**config.mk**
```make
export PLATFORM = sky130hd
export DESIGN_NAME = vpred_retry_ctrl
export DESIGN_NICKNAME = d
export VERILOG_FILES = /design/src/rtl/vpr_pkg.sv /design/src/rtl/vpr_page_eval.sv /design/src/rtl/vpr_volt_track.sv /design/src/rtl/vpr_seq.sv /design/src/rtl/vpred_retry_ctrl.sv
export SDC_FILE = /design/constraint.sdc
export NUM_CORES = 1
export LEC_CHECK = 0
export BUFFER_PORTS_ARGS = -buffer_cell sky130_fd_sc_hd__buf_4
export CORE_UTILIZATION = 50
export CTS_BUF_LIST = sky130_fd_sc_hd__clkbuf_4 sky130_fd_sc_hd__clkbuf_8 sky130_fd_sc_hd__clkbuf_16
export CTS_CLUSTER_SIZE = 16
export DETAILED_ROUTE_END_ITERATION = 8
export PLACE_DENSITY = 0.94
export RECOVER_POWER = 25
export SYNTH_ARGS = -nofsm -noshare
export SYNTH_HDL_FRONTEND = slang
export SYNTH_SLANG_ARGS = --single-unit
```
**constraint.sdc**
```tcl
create_clock -name clk -period 4.8 [get_ports clk]
set_clock_uncertainty 0.15 [all_clocks]
set_input_delay 0.48 -clock clk [delete_from_list [all_inputs] [get_ports clk]]
set_output_delay 0.48 -clock clk [all_outputs]
set_load 0.02 [all_outputs]
```
**src/rtl/vpr_pkg.sv**
```systemverilog
`timescale 1ns/1ps
package vpr_pkg;

  typedef enum logic [2:0] {
    S_IDLE   = 3'd0,
    S_LOOKUP = 3'd1,
    S_LOAD   = 3'd2,
    S_ISSUE  = 3'd3,
    S_WAIT   = 3'd4,
    S_WB     = 3'd5,
    S_RESP   = 3'd6
  } seq_state_t;

  // A codeword is bad when flagged or beyond the correction capability.
  function automatic logic cw_bad(input logic flag, input int unsigned errs,
                                  input int unsigned cap);
    return flag || (errs > cap);
  endfunction

  // Number of attempts actually allowed for a programmed limit.
  function automatic int unsigned eff_limit(input int unsigned lim);
    return (lim == 0) ? 1 : lim;
  endfunction

  // One downward step of the reference voltage, saturating at zero.
  function automatic int unsigned vstep(input int unsigned v);
    return (v == 0) ? 0 : v - 1;
  endfunction

endpackage

```
**src/rtl/vpr_page_eval.sv**
```systemverilog
`timescale 1ns/1ps
module vpr_page_eval #(
  parameter int CW_PER_PAGE = 8,
  parameter int ERR_W       = 7,
  parameter int ECC_CAP     = 40
) (
  input  logic             clk,
  input  logic             rst_n,
  input  logic             clear,
  input  logic             active,
  input  logic             beat_valid,
  input  logic             beat_fail,
  input  logic [ERR_W-1:0] beat_errs,
  output logic             beat_take,
  output logic             beat_bad,
  output logic             page_done,
  output logic             page_ok
);
  localparam int CW_W = $clog2(CW_PER_PAGE + 1);

  logic [CW_W-1:0] cnt_q;
  logic            any_bad_q;

  assign beat_take = active && beat_valid;
  assign beat_bad  = vpr_pkg::cw_bad(beat_fail, 32'(beat_errs), ECC_CAP);
  assign page_done = beat_take && (cnt_q == CW_W'(CW_PER_PAGE - 1));
  assign page_ok   = page_done && !any_bad_q && !beat_bad;

  always_ff @(posedge clk or negedge rst_n) begin
    if (!rst_n) begin
      cnt_q     <= '0;
      any_bad_q <= 1'b0;
    end else if (clear) begin
      cnt_q     <= '0;
      any_bad_q <= 1'b0;
    end else if (beat_take) begin
      cnt_q     <= cnt_q + 1'b1;
      any_bad_q <= any_bad_q | beat_bad;
    end
  end
endmodule

```
**src/rtl/vpr_volt_track.sv**
```systemverilog
`timescale 1ns/1ps
module vpr_volt_track #(
  parameter int V_W = 4
) (
  input  logic           clk,
  input  logic           rst_n,
  input  logic           load,
  input  logic [V_W-1:0] load_val,
  input  logic           step,
  output logic [V_W-1:0] vcode
);
  always_ff @(posedge clk or negedge rst_n) begin
    if (!rst_n)     vcode <= '0;
    else if (load)  vcode <= load_val;
    else if (step)  vcode <= V_W'(vpr_pkg::vstep(32'(vcode)));
  end
endmodule

```
**src/rtl/vpr_seq.sv**
```systemverilog
`timescale 1ns/1ps
module vpr_seq #(
  parameter int CNT_W = 4
) (
  input  logic                clk,
  input  logic                rst_n,
  input  logic                req_valid,
  input  logic                rsp_ack,
  input  logic                page_done,
  input  logic                page_ok,
  input  logic                wb_en,
  input  logic [CNT_W-1:0]    retry_limit,
  output vpr_pkg::seq_state_t state_q,
  output logic                accept,
  output logic                load_v,
  output logic                step_v,
  output logic                clear_eval,
  output logic [CNT_W-1:0]    attempts_q,
  output logic                fail_q
);
  import vpr_pkg::*;

  seq_state_t state_d;
  logic       at_limit;

  assign accept     = (state_q == S_IDLE) && req_valid;
  assign load_v     = (state_q == S_LOAD);
  assign clear_eval = (state_q == S_ISSUE);
  assign at_limit   = 32'(attempts_q) >= eff_limit(32'(retry_limit));
  assign step_v     = (state_q == S_WAIT) && page_done && !page_ok && !at_limit;

  always_comb begin
    state_d = state_q;
    unique case (state_q)
      S_IDLE:   if (req_valid) state_d = S_LOOKUP;
      S_LOOKUP: state_d = S_LOAD;
      S_LOAD:   state_d = S_ISSUE;
      S_ISSUE:  state_d = S_WAIT;
      S_WAIT:
        if (page_done) begin
          if (page_ok)       state_d = (wb_en && attempts_q > 1) ? S_WB : S_RESP;
          else if (at_limit) state_d = S_RESP;
          else               state_d = S_ISSUE;
        end
      S_WB:     state_d = S_RESP;
      S_RESP:   if (rsp_ack) state_d = S_IDLE;
      default:  state_d = S_IDLE;
    endcase
  end

  always_ff @(posedge clk or negedge rst_n) begin
    if (!rst_n) begin
      state_q    <= S_IDLE;
      attempts_q <= '0;
      fail_q     <= 1'b0;
    end else begin
      state_q <= state_d;
      if (accept) begin
        attempts_q <= '0;
        fail_q     <= 1'b0;
      end else if (state_q == S_ISSUE) begin
        attempts_q <= attempts_q + 1'b1;
      end else if (state_q == S_WAIT && page_done && !page_ok && at_limit) begin
        fail_q <= 1'b1;
      end
    end
  end
endmodule

```
**src/rtl/vpred_retry_ctrl.sv**
```systemverilog
`timescale 1ns/1ps
module vpred_retry_ctrl #(
  parameter int BLK_W       = 4,
  parameter int PG_W        = 3,
  parameter int V_W         = 4,
  parameter int CNT_W       = 4,
  parameter int ERR_W       = 7,
  parameter int CW_PER_PAGE = 8,
  parameter int ECC_CAP     = 40
) (
  input  logic             clk,
  input  logic             rst_n,
  input  logic [CNT_W-1:0] retry_limit,
  input  logic             wb_en,
  input  logic             req_valid,
  output logic             req_ready,
  input  logic [BLK_W-1:0] req_block,
  input  logic [PG_W-1:0]  req_page,
  output logic             rsp_valid,
  input  logic             rsp_ack,
  output logic             rsp_fail,
  output logic [CNT_W-1:0] rsp_attempts,
  output logic [V_W-1:0]   rsp_vcode,
  output logic             tbl_rd_en,
  output logic [BLK_W-1:0] tbl_rd_block,
  input  logic [V_W-1:0]   tbl_rd_vcode,
  output logic             tbl_wr_en,
  output logic [BLK_W-1:0] tbl_wr_block,
  output logic [V_W-1:0]   tbl_wr_vcode,
  output logic             fl_cmd_valid,
  output logic [BLK_W-1:0] fl_cmd_block,
  output logic [PG_W-1:0]  fl_cmd_page,
  output logic [V_W-1:0]   fl_cmd_vcode,
  input  logic             ecc_valid,
  input  logic             ecc_fail,
  input  logic [ERR_W-1:0] ecc_errs
);
  import vpr_pkg::*;

  seq_state_t       state_q;
  logic             accept, load_v, step_v, clear_eval;
  logic [CNT_W-1:0] attempts_q;
  logic             fail_q;
  logic [BLK_W-1:0] blk_q;
  logic [PG_W-1:0]  pg_q;
  logic [V_W-1:0]   vcode;

  // Named internal events, visible to the bound checker.
  logic ev_beat_take, ev_beat_bad, ev_page_done, ev_page_ok;

  always_ff @(posedge clk or negedge rst_n) begin
    if (!rst_n) begin
      blk_q <= '0;
      pg_q  <= '0;
    end else if (accept) begin
      blk_q <= req_block;
      pg_q  <= req_page;
    end
  end

  vpr_seq #(.CNT_W(CNT_W)) u_seq (
    .clk(clk), .rst_n(rst_n), .req_valid(req_valid), .rsp_ack(rsp_ack),
    .page_done(ev_page_done), .page_ok(ev_page_ok), .wb_en(wb_en),
    .retry_limit(retry_limit), .state_q(state_q), .accept(accept),
    .load_v(load_v), .step_v(step_v), .clear_eval(clear_eval),
    .attempts_q(attempts_q), .fail_q(fail_q)
  );

  vpr_volt_track #(.V_W(V_W)) u_volt (
    .clk(clk), .rst_n(rst_n), .load(load_v), .load_val(tbl_rd_vcode),
    .step(step_v), .vcode(vcode)
  );

  vpr_page_eval #(.CW_PER_PAGE(CW_PER_PAGE), .ERR_W(ERR_W), .ECC_CAP(ECC_CAP)) u_eval (
    .clk(clk), .rst_n(rst_n), .clear(clear_eval), .active(state_q == S_WAIT),
    .beat_valid(ecc_valid), .beat_fail(ecc_fail), .beat_errs(ecc_errs),
    .beat_take(ev_beat_take), .beat_bad(ev_beat_bad),
    .page_done(ev_page_done), .page_ok(ev_page_ok)
  );

  assign req_ready    = (state_q == S_IDLE);
  assign rsp_valid    = (state_q == S_RESP);
  assign rsp_fail     = fail_q;
  assign rsp_attempts = attempts_q;
  assign rsp_vcode    = vcode;
  assign tbl_rd_en    = (state_q == S_LOOKUP);
  assign tbl_rd_block = blk_q;
  assign tbl_wr_en    = (state_q == S_WB);
  assign tbl_wr_block = blk_q;
  assign tbl_wr_vcode = vcode;
  assign fl_cmd_valid = (state_q == S_ISSUE);
  assign fl_cmd_block = blk_q;
  assign fl_cmd_page  = pg_q;
  assign fl_cmd_vcode = vcode;
endmodule

```
; ---- Word level (Yosys, flattened, before mapping)
; Index checks and enable logic that the tools add are counted.
; Widths: inputs -> output; s select.
[word_totals]
ff_bits = 24
input_bits = 29
elab_cells = 70
[classes]
add_sub_neg = 3
n_lt_le_gt_ge = 3
n_eq_ne = 11
mux = 20
bitwise = 1
reduce_logical = 24
[ops]
columns = op, count
row1 = $ge 4x32->1, 1
row2 = $mux 4, 8
row3 = $pmux 3 s7, 1
row4 = $mux 3, 5
row5 = $logic_and 1x1->1, 10
row6 = $eq 3x3->1 const B, 3
row7 = $add 4x1->4 const B, 2
row8 = $logic_not 4->1, 2
row9 = $reduce_bool 2->1, 4
row10 = $gt 7x6->1 const B, 1
row11 = $eq 3x2->1 const B, 2
row12 = $mux 1, 5
row13 = $eq 4x3->1 const B, 1
row14 = $gt 4x1->1 const B, 1
row15 = $logic_not 1->1, 4
row16 = $ne 2x1->1 const B, 2
row17 = $ne 2x2->1 const B, 2
row18 = $sub 4x1->4 const B, 1
row19 = $eq 3x1->1 const B, 1
row20 = $logic_not 3->1, 1
row21 = $reduce_and 3->1, 1
row22 = $mux 2, 1
row23 = $reduce_and 2->1, 1
row24 = $logic_or 1x1->1, 1
row25 = $or 1x1->1, 1

; ---- Logic depth before layout (Yosys ltp)
[logic_depth]
ltp_word = 11
ltp_mapped = 8

; ---- Modules after synthesis
; Synthesis repeated with hierarchy kept, for this count alone.
[unflattened]
cells_unflattened = 152
hier_area_um2 = 1574.0
[modules_own_cells]
columns = module, n_inst, cells_per_inst, area_each_um2
row1 = vpr_seq, 1, 64, 608.1
row2 = vpred_retry_ctrl, 1, 37, 457.9
row3 = vpr_page_eval, 1, 30, 296.5
row4 = vpr_volt_track, 1, 21, 211.5

; ---- Least setup slack after synthesis
; Ideal clock, no wire load.
[synth_path]
path_type = input port to flip-flop
start = in retry_limit[2]
end = reg u_volt.vcode[0]
setup_ns = 0.082
arrival_ns = 2.357
path_slack_ns = 2.211
path_stages = 8
n_path_buf = 0
cell_sequence = inv_1 > a31o_2 > ha_1 > nand2b_1 > a2111oi_1 > nor2_1 > or4_1 > a31oi_1
[synth_between]
elab_chain_cells = 6
[synth_lines]
columns = item, line
row1 = "start, declared", vpred_retry_ctrl.sv:13  ; input logic [CNT_W-1:0] retry_limit,
row2 = $logic_not 4->1, vpr_pkg.sv:22  ; return (lim == 0) ? 1 : lim;
row3 = $mux 4 (*), vpr_pkg.sv:22
row4 = $ge 4x32->1 (*), vpr_seq.sv:29  ; assign at_limit = 32'(attempts_q) >= eff_limit(32'(retry_limit));
row5 = $logic_not 1->1 (*), vpr_seq.sv:30  ; assign step_v = (state_q == S_WAIT) && page_done && !page_ok && !at_limit;
row6 = $logic_and 1x1->1 (*), vpr_seq.sv:30
row7 = $reduce_bool 2->1 (no source line) (*), --
row8 = "end signal, assigned", vpr_volt_track.sv:14  ; else if (load) vcode <= load_val;
row9 = "end signal, assigned", vpr_volt_track.sv:15  ; else if (step) vcode <= V_W'(vpr_pkg::vstep(32'(vcode)));
row10 = "end, declared", vpr_volt_track.sv:10  ; output logic [V_W-1:0] vcode
; Every way passes the cells marked *; elsewhere a longest branch is shown, timed or not.
; A chain may end at the register's enable or synchronous reset.

; ---- Final worst setup path
[layout_path]
start = reg u_seq.state_q[2]
end = reg u_volt.vcode[1]
[layout_between]
elab_chain_cells = 9
[layout_lines]
columns = item, line
row1 = "start, declared", vpr_seq.sv:13  ; output vpr_pkg::seq_state_t state_q,
row2 = "start signal, assigned", vpr_seq.sv:57  ; state_q <= state_d;
row3 = $eq 3x3->1, "vpr_seq.sv:30, vpred_retry_ctrl.sv:75"
row4 = $logic_and 1x1->1, vpr_page_eval.sv:24  ; assign beat_take = active && beat_valid;
row5 = $logic_and 1x1->1, vpr_page_eval.sv:26  ; assign page_done = beat_take && (cnt_q == CW_W'(CW_PER_PAGE - 1));
row6 = $logic_and 1x1->1 (2 in a row), vpr_page_eval.sv:27  ; assign page_ok = page_done && !any_bad_q && !beat_bad;
row7 = $logic_not 1->1, vpr_seq.sv:30
row8 = $logic_and 1x1->1 (2 in a row), vpr_seq.sv:30
row9 = $reduce_bool 2->1 (no source line), --
; Several ways; a longest one is shown, not always the timed one.

==> results.yml <==
run_status:
  status: "complete, no violations"
sta:
  fin_crit_ps: 2940
  finalSetupTns_ps: 0
  hold_viol: 0
  final.setup.worst_slack_ps: 1860
  rsz0062_at_grt: "false"
  slew_viol_final: 0
  maxSlewHeadroom_pct: 13.3
  period_share_pct: 61.3
  timing.fmax_ghz: 0.340
  setup_violations: 0
  worstMarginPinSlew_ps: 1300
floorplanning:
  dieArea_mm2: 0.00317
  ioPinCount: 66
  die_w_um: 56.3
  initial_utilization_pct: 52.9
  num_rows: 19
  fp.coreArea_mm2: 0.00278
  die_h_um: 56.3
layout:
  final_common_cell: "buf_4"
  fill_cells: 230
  antenna_cells: 0
  fin_area_mm2: 0.00188
  final_cell_mix: "buf_4 (64), dfrtp_1 (24), nor2_1 (16)"
  drive_gt1_share_pct: 39.7
  final_nets: 238
  finalNonFillerCells: 230
  area_growth_pct: 27.4
yosys:
  yosys_register_bits: 24
  syn_nets: 190
  syn_inst: 153
  async_flop_share_pct: 100
  seq_area_frac_synth_pct: 40.8
  synth_cell_type_count: 41
  synth_edf_count: 0
  ys_warn_count: 0
  syn_area_mm2: 0.00147
  synth-main-ff-cell: "dfrtp_1"
  synth_area_per_cell_um2: 9.63
clock_network:
  clkLatencyLatePin_ps: 310
  cts_tree: "yes"
  cts_buffer_depth: 2
  clkSinkCount: 24
  cts-root-buf: "clkbuf_4"
  cts_inserted_buffers: 3
  htree_levels: 1
  clk_pin_slew_ps: 130
routing:
  routed_via_density: 5.37
  drc: 0
  drt_iter0_markers: 26
  first_pass_iters: 4
  drt_wl_total_mm: 3.05
  antenna_left: 0
  wl_per_cell_um: 13.2
  vias: 1236
power:
  leakage_nw: 0.924
  vdd_ir_drop_max_mv: 0.477
  p_per_area_mw_per_mm2: 619
global_routing:
  grt_pass1_wl_mm: 5.25
  grt_pass1_vias: 1182
  gr-usage-met1_pct: 25.0
  grt_max_degree: 25
  track_usage_pct: 20.6
  use_met2_pct: 37.9
  grt_busiest_layer: "met2"
  use_met3_pct: 5.30
  grt_overflow: 0
  antenna_found_initial: 0
hold_path:
  holdCritPathClass: "input pin to register"
  holdPathStages: 2
placed_design:
  dp_cells: 226
  gp_congestion: 0.734
  dp_hpwl_mm: 2.40
  pre_cts_ws_ps: 1930
  io_buffers: 65
  place_area_mm2: 0.00185
flow_run:
  drv_cap: 0
critical_path:
  setup.worst_path.start_class: "register"
  cp.arrival_ps: 3020
  critical_path_class: "register to register"
  endpoint_kind: "register"
  reg2reg_depth: 5
  cp.required_ps: 4880
  crit_fanout: 11
==> final timing paths <==
path / start / end / slack (ps)
setup / recovery: u_seq.state_q[2]$_DFFE_PN0P_ / u_volt.vcode[1]$_DFFE_PN0P_ / 1860
hold / removal: req_block[3] / fl_cmd_block[3]$_DFFE_PN0P_ / 230
setup reg to reg: u_seq.state_q[2]$_DFFE_PN0P_ / u_volt.vcode[1]$_DFFE_PN0P_ / 1860
hold reg to reg: u_eval.any_bad_q$_DFFE_PN0P_ / u_eval.any_bad_q$_DFFE_PN0P_ / 380
max in group asynchronous: rst_n / u_seq.state_q[2]$_DFFE_PN0P_ / 2910
min in group asynchronous: rst_n / fl_cmd_page[2]$_DFFE_PN0P_ / 820
==> sequential cells by signal, indices dropped and copies added (netlist names) <==
name and count:
u_volt.vcode 4, fl_cmd_page 3, u_seq.fail_q 1, u_seq.state_q 3, u_eval.any_bad_q 1, fl_cmd_block 4
u_eval.cnt_q 4, u_seq.attempts_q 4
==> area by class of cell <==
| type | instances | area, um^2 | area share [%] |
|---|---|---|---|
| inverter | 7 | 26.3 | 1.40 |
| tap | 31 | 38.8 | 2.07 |
| sequential | 24 | 601 | 32.0 |
| multi-input combinational | 99 | 694 | 37.0 |
| clock buffer | 3 | 22.5 | 1.20 |
| timing repair buffer | 66 | 494 | 26.3 |
==> synth_stat cells, types with 2 or more instances <==
cell	number	area [um^2]
clkbuf_1	5	18.8
inv_1	7	26.3
a21oi_1	6	30.0
ha_1	8	100
nand2_1	5	18.8
mux2_1	3	33.8
and3b_1	2	17.5
o21ai_0	6	30.0
or2_2	2	12.5
nor3_1	3	15.0
nor2_1	16	60.1
xor2_1	4	35.0
nand4_1	3	18.8
nor3b_1	2	15.0
buf_4	17	128
and2_1	2	12.5
nand2b_1	2	12.5
mux2_2	4	45.0
o31ai_1	3	22.5
nor4_1	2	12.5
nor2b_1	2	12.5
a31oi_1	3	18.8
or4_1	3	22.5
nand3_1	2	10.0
xnor2_1	2	17.5
dfrtp_1	24	601
==> through the flow <==
step                hold WS (ps)  power (mW)  utilization [%]
floorplan                   34.4       0.883                -
global placement             242        1.06             66.4
detailed placement           246        1.08             66.4
CTS                          231        1.17             67.6
global route                 220        1.25             67.5
finish                       234        1.16             67.5
==> layer usage <==
metal	part of all wire [%]	vias to the layer above	routed length, um
li1	-	608	-
met1	41	574	1260
met2	51	50	1560
met3	6.9	4	211
met4	0.46	0	14
met5	0	-	0
==> worst max-delay path, stage by stage (launching register included) <==
cell and delay [ps]:
dfrtp_1 520, nor4bb_1 1020, and3_4 380, nand2_4 80, or4_1 520, a31oi_1 190
==> kinds of logic (layout without fill, tap and decap cells) <==
family / Yosys count / count (layout) / share of synthesized area [%]
AND/OR/NAND/NOR: 51 / 51 / 19.5
buffers and inverters: 30 / 76 / 12.1
multiplexers: 8 / 8 / 6.03
flip-flops: 24 / 24 / 40.8
XOR/XNOR: 6 / 6 / 3.57
AO/OA/AOI/OAI: 26 / 26 / 11.2
adder cells (fa/ha/maj): 8 / 8 / 6.80
==> what timing repair did <==
action                                  in CTS  in global routing
hold buffers                                 1                  0
buffers inserted                             0                  0
endpoints found under the setup margin       0                  0
endpoints found under the hold margin       24                  0
resized for setup                            0                  0
==> power by group <==
part	switching [mW]	leakage [nW]	internal (mW)
Sequential	0.113	0.300	0.284
Clock	0.0571	0.0138	0.0293
Combinational	0.366	0.610	0.312
Total	0.536	0.924	0.626
Power figures use the tool's default switching activity.
